$ cat src/rtl/evt_slot_pkg.sv
package evt_slot_pkg;
  // Default geometry of the controller
  localparam int unsigned DEF_N_CH  = 36;
  localparam int unsigned DEF_DEPTH = 16;
  localparam int unsigned DEF_BX_W  = 8;

  // Trigger arming state: waiting for a crossing boundary, or ready to capture
  typedef enum logic {
    ARM_WAIT  = 1'b0,
    ARM_READY = 1'b1
  } arm_state_e;
endpackage

$ cat src/rtl/evt_bx_counter.sv
module evt_bx_counter #(
  parameter int unsigned BX_W = 8
) (
  input  logic            clk,
  input  logic            rst_n,
  input  logic            bx_tick,
  output logic [BX_W-1:0] bx_count
);
  logic [BX_W-1:0] cnt_q;

  // Natural binary wrap at the all-ones value
  always_ff @(posedge clk or negedge rst_n) begin
    if (!rst_n)       cnt_q <= '0;
    else if (bx_tick) cnt_q <= cnt_q + BX_W'(1);
  end

  assign bx_count = cnt_q;
endmodule

$ cat src/rtl/evt_rearm.sv
module evt_rearm
  import evt_slot_pkg::*;
(
  input  logic clk,
  input  logic rst_n,
  input  logic bx_tick,
  input  logic any_hit,
  input  logic full,
  output logic capture,
  output logic armed
);
  arm_state_e st_q, st_d;

  // An event is taken only when ready and a free slot exists
  assign capture = (st_q == ARM_READY) && !full && any_hit;

  // A capture always disarms, even when a tick arrives in the same cycle
  always_comb begin
    st_d = st_q;
    if (capture)                            st_d = ARM_WAIT;
    else if (st_q == ARM_WAIT && bx_tick)   st_d = ARM_READY;
  end

  always_ff @(posedge clk or negedge rst_n) begin
    if (!rst_n) st_q <= ARM_READY;
    else        st_q <= st_d;
  end

  assign armed = (st_q == ARM_READY) && !full;
endmodule

$ cat src/rtl/evt_slot_ptr.sv
module evt_slot_ptr #(
  parameter int unsigned DEPTH = 16,
  localparam int unsigned PTR_W = $clog2(DEPTH),
  localparam int unsigned CNT_W = $clog2(DEPTH + 1)
) (
  input  logic             clk,
  input  logic             rst_n,
  input  logic             capture,
  output logic [PTR_W-1:0] wr_idx,
  output logic [CNT_W-1:0] used_slots,
  output logic             full,
  output logic             hold_pulse,
  output logic [PTR_W-1:0] hold_slot
);
  localparam logic [PTR_W-1:0] LAST_IDX = PTR_W'(DEPTH - 1);
  localparam logic [CNT_W-1:0] CNT_MAX  = CNT_W'(DEPTH);

  logic [PTR_W-1:0] ptr_q;
  logic [CNT_W-1:0] used_q;
  logic             hold_q;
  logic [PTR_W-1:0] hslot_q;

  always_ff @(posedge clk or negedge rst_n) begin
    if (!rst_n) begin
      ptr_q  <= '0;
      used_q <= '0;
    end else if (capture) begin
      ptr_q  <= (ptr_q == LAST_IDX) ? '0 : ptr_q + PTR_W'(1);
      used_q <= used_q + CNT_W'(1);
    end
  end

  // Hold command registered so it lines up with the stored record
  always_ff @(posedge clk or negedge rst_n) begin
    if (!rst_n) begin
      hold_q  <= 1'b0;
      hslot_q <= '0;
    end else begin
      hold_q <= capture;
      if (capture) hslot_q <= ptr_q;
    end
  end

  assign wr_idx     = ptr_q;
  assign used_slots = used_q;
  assign full       = (used_q == CNT_MAX);
  assign hold_pulse = hold_q;
  assign hold_slot  = hslot_q;
endmodule

$ cat src/rtl/evt_slot_store.sv
module evt_slot_store #(
  parameter int unsigned N_CH  = 36,
  parameter int unsigned DEPTH = 16,
  parameter int unsigned BX_W  = 8,
  localparam int unsigned PTR_W = $clog2(DEPTH)
) (
  input  logic             clk,
  input  logic             rst_n,
  input  logic             we,
  input  logic [PTR_W-1:0] wr_idx,
  input  logic [N_CH-1:0]  wr_hits,
  input  logic [BX_W-1:0]  wr_stamp,
  input  logic [PTR_W-1:0] rd_idx,
  output logic [N_CH-1:0]  rd_hits,
  output logic [BX_W-1:0]  rd_stamp
);
  logic [N_CH-1:0] hit_mem   [DEPTH];
  logic [BX_W-1:0] stamp_mem [DEPTH];

  // One register row per slot, each with its own decoded write enable
  for (genvar g = 0; g < DEPTH; g++) begin : g_slot
    logic sel;
    assign sel = we && (wr_idx == PTR_W'(g));
    always_ff @(posedge clk or negedge rst_n) begin
      if (!rst_n) begin
        hit_mem[g]   <= '0;
        stamp_mem[g] <= '0;
      end else if (sel) begin
        hit_mem[g]   <= wr_hits;
        stamp_mem[g] <= wr_stamp;
      end
    end
  end

  // Read mux; indices beyond the depth read zero
  always_comb begin
    rd_hits  = '0;
    rd_stamp = '0;
    for (int i = 0; i < DEPTH; i++) begin
      if (rd_idx == PTR_W'(i)) begin
        rd_hits  = hit_mem[i];
        rd_stamp = stamp_mem[i];
      end
    end
  end
endmodule

$ cat src/rtl/evt_slot_ctrl.sv
module evt_slot_ctrl #(
  parameter int unsigned N_CH  = evt_slot_pkg::DEF_N_CH,
  parameter int unsigned DEPTH = evt_slot_pkg::DEF_DEPTH,
  parameter int unsigned BX_W  = evt_slot_pkg::DEF_BX_W,
  localparam int unsigned PTR_W = $clog2(DEPTH),
  localparam int unsigned CNT_W = $clog2(DEPTH + 1)
) (
  input  logic             clk,
  input  logic             rst_n,
  input  logic             bx_tick,
  input  logic [N_CH-1:0]  chan_trig,
  input  logic [PTR_W-1:0] rd_slot,
  output logic             hold_pulse,
  output logic [PTR_W-1:0] hold_slot,
  output logic [BX_W-1:0]  bx_count,
  output logic             armed,
  output logic             full,
  output logic [CNT_W-1:0] used_slots,
  output logic [N_CH-1:0]  rd_hits,
  output logic [BX_W-1:0]  rd_stamp,
  output logic             rd_valid
);
  logic             any_hit;
  logic             capture;
  logic [PTR_W-1:0] wr_idx;

  // Event trigger: OR over all channel discriminators
  assign any_hit = |chan_trig;

  evt_bx_counter #(.BX_W(BX_W)) u_bx (
    .clk      (clk),
    .rst_n    (rst_n),
    .bx_tick  (bx_tick),
    .bx_count (bx_count)
  );

  evt_rearm u_arm (
    .clk     (clk),
    .rst_n   (rst_n),
    .bx_tick (bx_tick),
    .any_hit (any_hit),
    .full    (full),
    .capture (capture),
    .armed   (armed)
  );

  evt_slot_ptr #(.DEPTH(DEPTH)) u_ptr (
    .clk        (clk),
    .rst_n      (rst_n),
    .capture    (capture),
    .wr_idx     (wr_idx),
    .used_slots (used_slots),
    .full       (full),
    .hold_pulse (hold_pulse),
    .hold_slot  (hold_slot)
  );

  // Stamp taken from the counter value before any same-cycle tick
  evt_slot_store #(.N_CH(N_CH), .DEPTH(DEPTH), .BX_W(BX_W)) u_store (
    .clk      (clk),
    .rst_n    (rst_n),
    .we       (capture),
    .wr_idx   (wr_idx),
    .wr_hits  (chan_trig),
    .wr_stamp (bx_count),
    .rd_idx   (rd_slot),
    .rd_hits  (rd_hits),
    .rd_stamp (rd_stamp)
  );

  assign rd_valid = {1'b0, rd_slot} < used_slots;
endmodule

$ cat config.mk
export PLATFORM = sky130hd
export DESIGN_NAME = evt_slot_ctrl
export DESIGN_NICKNAME = d
export VERILOG_FILES = /design/src/rtl/evt_slot_pkg.sv /design/src/rtl/evt_bx_counter.sv /design/src/rtl/evt_rearm.sv /design/src/rtl/evt_slot_ptr.sv /design/src/rtl/evt_slot_store.sv /design/src/rtl/evt_slot_ctrl.sv
export SDC_FILE = /design/constraint.sdc
export NUM_CORES = 1
export LEC_CHECK = 0
export ABC_AREA = 1
export BUFFER_PORTS_ARGS = -buffer_cell sky130_fd_sc_hd__buf_4
export CORE_MARGIN = 2
export CORE_UTILIZATION = 54
export DETAILED_ROUTE_END_ITERATION = 10
export PLACE_DENSITY = 0.81
export SYNTH_ARGS = -nofsm -noshare
export SYNTH_HDL_FRONTEND = slang
export SYNTH_SLANG_ARGS = --single-unit
$ cat constraint.sdc
create_clock -name clk -period 4.45 [get_ports clk]
set_input_delay 0.445 -clock clk [delete_from_list [all_inputs] [get_ports clk]]
set_output_delay 0.445 -clock clk [all_outputs]
set_load 0.02 [all_outputs]
==> impl_metrics.json, run 1 <==
{
  "status": "finished clean",
  "hold_viol": 0,
  "wl_per_cell_um": 19.5,
  "die_h_um": 249,
  "setup_slack_ns": 0.751,
  "clock_latency_ns": 0.61,
  "stdcell_area_sq_um": 35900,
  "h-tree-depth": 3,
  "fin_nets": 3885,
  "drtAntennaViolNets": 0,
  "synth_ff_type": "dfrtp_1",
  "layout_min_cycle_time_ns": 3.70,
  "track_usage_pct": 29.7,
  "synth.distinct_cells": 34,
  "antenna_found_initial": 0,
  "cts_buffer_depth": 3,
  "setup_viol": 0,
  "peakVddDrop_mv": 0.506,
  "startpoint_type": "input pin",
  "dpl_cell_area_sq_um": 33500,
  "cpPeakStageDelay_ns": 0.91,
  "yosysMostFrequentCell": "nand2_1",
  "cts_setup_buffers": 0,
  "start_util_pct": 54.8,
  "io_pins": 108,
  "place_inst": 4531,
  "core_sq_um": 59100,
  "crit_buf_inv": 3,
  "rows": 89,
  "synth_nets": 3912,
  "setup.worst_path.class": "in2out",
  "dp_hpwl_um": 54000,
  "dieWidth_um": 249,
  "fin_util_pct": 60.7,
  "async_flop_share_pct": 100,
  "fin_crit_sh_pct": 83.1,
  "maxCapViolCount": 0,
  "p_leak_nw": 17.1,
  "p_sw_share_pct": 33.6,
  "cts_tree": "done",
  "grt_pass1_vias": 26400,
  "wl_um": 90700,
  "num-fill-cells": 4909,
  "synth_common_cells": "nand2_1, dfrtp_1, o21ai_0, inv_1, nand3_1",
  "grt_busiest_layer": "met2",
  "drive_gt1_share_pct": 9.38,
  "p_comb_share_pct": 24.6,
  "instances_no_fill": 4656,
  "cts_resized": 0,
  "crit_path_max_fanout": 20,
  "use_met1_pct": 38.9,
  "slew_headroom_pct": 23.5,
  "yosys-top-cells-area": "dfrtp_1, nand2_1, o21ai_0",
  "clkTransAtPathRegs_ns": 0.06,
  "numPortBuffers": 107,
  "p_seq_share_pct": 48.1,
  "avgSynthCellArea_sq_um": 8.39,
  "synth_top_area_share_pct": 56.1,
  "cts_root_buffer": "clkbuf_16",
  "worst_setup_path_end_kind": "output pin",
  "finClkSkew_ns": 0.0159,
  "grt-ovfl-total": 0,
  "internal-power_mw": 15.2,
  "fin_setup_tns_ns": 0,
  "cellPowerDensity_nw_per_um2": 639,
  "final_max_slew_viol_count": 0,
  "cpLargestDelayFamily": "simple AND/OR/NAND/NOR gates",
  "crit_slowest_cell": "nor2_2",
  "grt_max_degree": 122,
  "cts_buffers": 71,
  "max_freq_mhz": 270,
  "drc": 0,
  "ys_seq_area_share_pct": 56.2,
  "switching_power_mw": 7.72,
  "ys_seq_elements": 727,
  "met2_usage_pct": 47.9,
  "yosys_warnings": 0,
  "hp-class": "in2reg",
  "cts_hold_buf": 1,
  "netlist_area_sq_um": 32400,
  "whs_ns": 0.0411,
  "dr.pass1.iters": 6,
  "fp.dieArea_sq_um": 61900,
  "timing.critical_path.cells": "buf_4 > nand2_2 > nor2_2 > inv_2 > nor2_1 > nor2_1 > nand4_1 > nand2_1 > nand3_1 > nand2_1 > nand3_1 > nand2_1 > nand3_1 > buf_4",
  "syn2layout_area_growth_pct": 10.8,
  "grt_pass1_wl_um": 146000,
  "crit_arrival_ns": 3.25,
  "gp_congestion": 0.860,
  "drt_iter0_drc": 3086,
  "critPathRequiredTime_ns": 4.01,
  "clock_sinks": 727,
  "p_clk_share_pct": 27.3,
  "synth_top_cell_by_area": "dfrtp_1",
  "dp_slack_ns": 0.389,
  "grt.met3_usage_pct": 5.64,
  "rsz0062_at_grt": "no",
  "vias": 27100,
  "power_mw": 22.9,
  "synth_enable_flop_cells": 0,
  "worst_slew_pin_slew_ns": 1.15,
  "synthCells": 3859,
  "viasPerCell": 5.83
}
==> path summary, 6_finish.rpt <==
path | startpoint | end | slack (ns) | cells after the start
setup / recovery | rd_slot[1] | rd_hits[9] | 0.75 | 14
hold / removal | bx_tick | u_bx.bx_count[0]$_DFFE_PN0P_ | 0.04 | 2
setup reg to reg | u_ptr.used_slots[0]$_DFFE_PN0P_ | u_store.stamp_mem[28]$_DFFE_PN0P_ | 1.09 | 11
hold reg to reg | u_store.hit_mem[106]$_DFFE_PN0P_ | u_store.hit_mem[106]$_DFFE_PN0P_ | 0.48 | 2
max in group asynchronous | rst_n | u_store.hit_mem[94]$_DFFE_PN0P_ | 2.72 | 3
min in group asynchronous | rst_n | u_store.hit_mem[35]$_DFFE_PN0P_ | 0.47 | 2
==> per-layer routing <==
metal	vias up	part of all wire, %
met5	-	0
met4	0	4.9
met3	232	8.2
met2	1159	47
met1	13300	40
li1	12400	-
==> kinds of logic (layout without fill, tap and decap cells) <==
| group | count (synthesis) | count (layout) | share of synthesized area, % |
|---|---|---|---|
| flip-flops | 727 | 727 | 56.2 |
| other | 0 | 1 | 0 |
| AND/OR/NAND/NOR | 1841 | 1841 | 24.1 |
| AO/OA/AOI/OAI | 787 | 787 | 12.2 |
| XOR/XNOR | 11 | 11 | 0.298 |
| adder cells (fa/ha/maj) | 10 | 10 | 0.386 |
| buffers and inverters | 483 | 506 | 6.87 |
==> cells in the final DEF, fill, tap and decap left out, types with 17 or more instances in the layout <==
cell type,n
nand2_1,1247
dfrtp_1,726
o21ai_0,674
inv_1,189
nand3_1,189
nor2_1,179
buf_4,153
nand4_1,115
clkbuf_16,73
a21oi_1,59
o21ai_1,51
or2_0,28
or2_2,28
inv_2,21
clkbuf_1,17
==> cell type report <==
type	instances	area, sq um	share of cell area, %
Antenna cell	1	2.50	0.00697
Clock buffer	106	2110	5.88
Clock inverter	17	288	0.802
Inverter	212	797	2.22
Multi-Input combinational cell	2649	12000	33.5
Sequential cell	727	18200	50.7
Tap cell	773	967	2.70
Timing Repair Buffer	171	1490	4.16
==> worst reg2reg max path, delay by kind of cell (launching register included) <==
family / cells / cell delay [ns]
simple gates: 6 / 1.28
compound gates: 1 / 0.09
fa+ha+maj: 1 / 0.20
buf+inv: 3 / 1.24
flops: 1 / 0.40
==> power groups by stage <==
stage	sequential [mW]	combinational, mW	clock [mW]
6_report	11.0	5.64	6.26
5_1_grt	11.3	6.47	6.55
4_1_cts	11.0	5.64	6.31
3_5_place_dp	11.0	5.56	0
3_3_place_gp	10.9	5.29	0
2_1_floorplan	10.8	3.97	0
==> state kept, by name (all words and copies together), names as in the netlist <==
register and count:
u_store.stamp_mem 128, u_ptr.hold_pulse 1, u_ptr.wr_idx 4, u_arm.st_q 1, u_store.hit_mem 576, u_ptr.hold_slot 4, u_bx.bx_count 8, u_ptr.used_slots 5
(Power assumes the default switching activity.)
==> run 2, diff against run 1 <==
--- a/config.mk
+++ b/config.mk
@@ -5,7 +5,7 @@
 export SDC_FILE = /design/constraint.sdc
 export NUM_CORES = 1
 export LEC_CHECK = 0
-export ABC_AREA = 1
+export ABC_AREA = 0
 export BUFFER_PORTS_ARGS = -buffer_cell sky130_fd_sc_hd__buf_4
 export CORE_MARGIN = 2
 export CORE_UTILIZATION = 54
==> constraint.sdc (replaced) <==
create_clock -name clk -period 3.5 [get_ports clk]
set_input_delay 0.35 -clock clk [delete_from_list [all_inputs] [get_ports clk]]
set_output_delay 0.35 -clock clk [all_outputs]
set_load 0.02 [all_outputs]
==> run 2 against run 1 <==
Effect of this change:
- global-route usage increased by 1.8 points
- clock power up 38%
- cell count is 22% lower
- sequential power is 32% higher
- cell area increased by 12%
- synthesized cell count fell by 32%
- critical path depth fell by 8
- clock skew rose by 0.016 ns
- largest power group unchanged
==> impl_metrics.json, run 2 <==
{
  "status": "finished clean",
  "dr.pass1.iters": 6,
  "hp-class": "in2reg",
  "yosys_warnings": 0,
  "layout_min_cycle_time_ns": 3.28,
  "crit_path_max_fanout": 36,
  "antenna_found_initial": 4,
  "viasPerCell": 6.74,
  "dp_hpwl_um": 64900,
  "crit_top_cell": "buf_4",
  "clock_latency_ns": 0.64,
  "synth_nets": 2687,
  "synth_top_area_share_pct": 51.5,
  "setup.worst_path.class": "in2out",
  "rsz0062_at_grt": "no",
  "drtAntennaViolNets": 0,
  "io_pins": 108,
  "worst_setup_path_end_kind": "output pin",
  "avgSynthCellArea_sq_um": 13.4,
  "die_h_um": 260,
  "hold_end": "u_store.hit_mem[282]$_DFFE_PN0P_",
  "instances_no_fill": 3642,
  "dieWidth_um": 260,
  "numPortBuffers": 107,
  "ys_seq_area_share_pct": 51.6,
  "core_sq_um": 64600,
  "h-tree-depth": 3,
  "fin_crit_sh_pct": 93.7,
  "wl_per_cell_um": 28.9,
  "cts_root_buffer": "clkbuf_16",
  "grt-ovfl-total": 0,
  "synth_top_cell_by_area": "dfrtp_1",
  "clock_sinks": 727,
  "fin_nets": 2777,
  "critPathRequiredTime_ns": 3.15,
  "grt_max_degree": 120,
  "track_usage_pct": 31.5,
  "max_freq_mhz": 305,
  "multi_input_area_sq_um": 15600,
  "vias": 24600,
  "cpLargestDelayFamily": "simple AND/OR/NAND/NOR gates",
  "largest_reg_flops": 576,
  "regMostFlops": "u_store.hit_mem",
  "r2r_slack_ns": 0.74,
  "startpoint_type": "input pin",
  "drt_iter0_drc": 2747,
  "synth_ff_type": "dfrtp_1",
  "whs_ns": 0.0952,
  "peakVddDrop_mv": 0.562,
  "setup_slack_ns": 0.220,
  "layout_commonest_cell": "dfrtp_1",
  "drive_gt1_share_pct": 41.7,
  "grt_pass1_vias": 26200,
  "hp-start": "chan_trig[30]",
  "cts_buffers": 76,
  "timing.critical_path.cells": "buf_4 > nand2b_2 > nor2_1 > a221oi_1 > o211ai_1 > buf_4",
  "reg2regPathDepth": 9,
  "worst_slew_pin_slew_ns": 1.19,
  "yosysMostFrequentCell": "dfrtp_1",
  "syn2layout_area_growth_pct": 13.8,
  "rows": 93,
  "crit_slowest_cell": "nor2_1",
  "reg2reg_to": "u_store.hit_mem[267]$_DFFE_PN0P_",
  "fin_setup_tns_ns": 0,
  "synth.distinct_cells": 73,
  "reg2reg_from": "u_ptr.used_slots[0]$_DFFE_PN0P_",
  "start_util_pct": 54.6,
  "dp_slack_ns": 0.360,
  "maxCapViolCount": 0,
  "ys_seq_elements": 727,
  "num-fill-cells": 4543,
  "grt_pass1_wl_um": 160000,
  "slew_headroom_pct": 20.2,
  "power_mw": 32.8,
  "place_inst": 3499,
  "final_cell_mix": "dfrtp_1, mux2_2, buf_4",
  "synthCells": 2634,
  "cts_buffer_depth": 3,
  "cpPeakStageDelay_ns": 0.91,
  "yosys-top-cells-area": "dfrtp_1, mux2_2, mux2_4",
  "wl_um": 105000,
  "setup_viol": 0,
  "p_leak_nw": 18.7,
  "finClkSkew_ns": 0.0319,
  "synth_enable_flop_cells": 0,
  "synth_common_cells": "dfrtp_1, mux2_2, mux2_4, o21ai_0, clkbuf_1",
  "clkTransAtPathRegs_ns": 0.06,
  "async_flop_share_pct": 100,
  "cellPowerDensity_nw_per_um2": 817,
  "hold_viol": 0,
  "netlist_area_sq_um": 35300,
  "gp_congestion": 0.873,
  "cts_tree": "done",
  "final-seq-area_sq_um": 18200,
  "min_path_cells": 2,
  "drc": 0,
  "crit_arrival_ns": 2.93,
  "crit_buf_inv": 2,
  "final_max_slew_viol_count": 0,
  "fp.dieArea_sq_um": 67400
}
run 2: changes by cell type after synthesis, moves of 98 or more:
cell,delta
inv_1,-176
nand4_1,-109
nand2_1,-1186
o21ai_0,-556
nand3_1,-179
nor2_1,-98
mux2_2,+576
mux2_4,+120
run 2: logic make-up (layout without fill, tap and decap cells):
family	count (synthesis)	count (layout)	share of synthesized area (%)
multiplexers	847	847	29.4
flip-flops	727	727	51.6
AO/OA/AOI/OAI	489	489	9.24
AND/OR/NAND/NOR	288	288	4.66
buffers and inverters	260	411	4.43
XOR/XNOR	13	13	0.323
adder cells (fa/ha/maj)	10	10	0.355
other	0	2	0
run 2: power by group:
part	total (mW)	internal, mW	switching [mW]
Combinational	9.67	5.53	4.14
Sequential	14.5	12.0	2.44
Clock	8.64	5.17	3.47
run 2: metal layers:
metal | GRT usage, % | part of all wire [%]
met5 | 0 | 0.011
met4 | 17.6 | 5.5
met3 | 7.00 | 9.7
met2 | 49.5 | 47
met1 | 40.5 | 38
run 2: final cells by class:
type                            count  share of cell area (%)
Timing Repair Buffer              257                    6.39
Tap cell                          855                    2.66
Clock buffer                      110                    5.63
Sequential cell                   727                    45.3
Antenna cell                        2                  0.0125
Inverter                           15                   0.140
Clock inverter                     29                    1.03
Multi-Input combinational cell   1647                    38.8
run 2: how the worst max path moves through the flow:
stage / from / end / depth (start not counted)
3_5_place_dp: rd_slot[2] / rd_hits[19] / 6
3_3_place_gp: rd_slot[2] / rd_hits[19] / 6
2_1_floorplan: u_ptr.used_slots[0]$_DFFE_PN0P_ / u_store.hit_mem[100]$_DFFE_PN0P_ / 10
4_1_cts: rd_slot[2] / rd_hits[19] / 6
5_1_grt: rd_slot[2] / rd_hits[23] / 10
6_report: rd_slot[2] / rd_hits[19] / 6
run 2: stage by stage:
stage | cell area (sq um) | util, %
2_1_floorplan | 35300 | -
3_3_place_gp | 37400 | 58.0
3_5_place_dp | 37400 | 58.0
4_1_cts | 40100 | 62.2
5_1_grt | 40100 | 62.2
6_report | 40100 | 62.2
run 2: repair_timing:
action / CTS / global route
hold buffers: 2 / 0
hold endpoints to repair: 44 / 0
gates resized for setup: 0 / 0
buffers inserted: 0 / 0
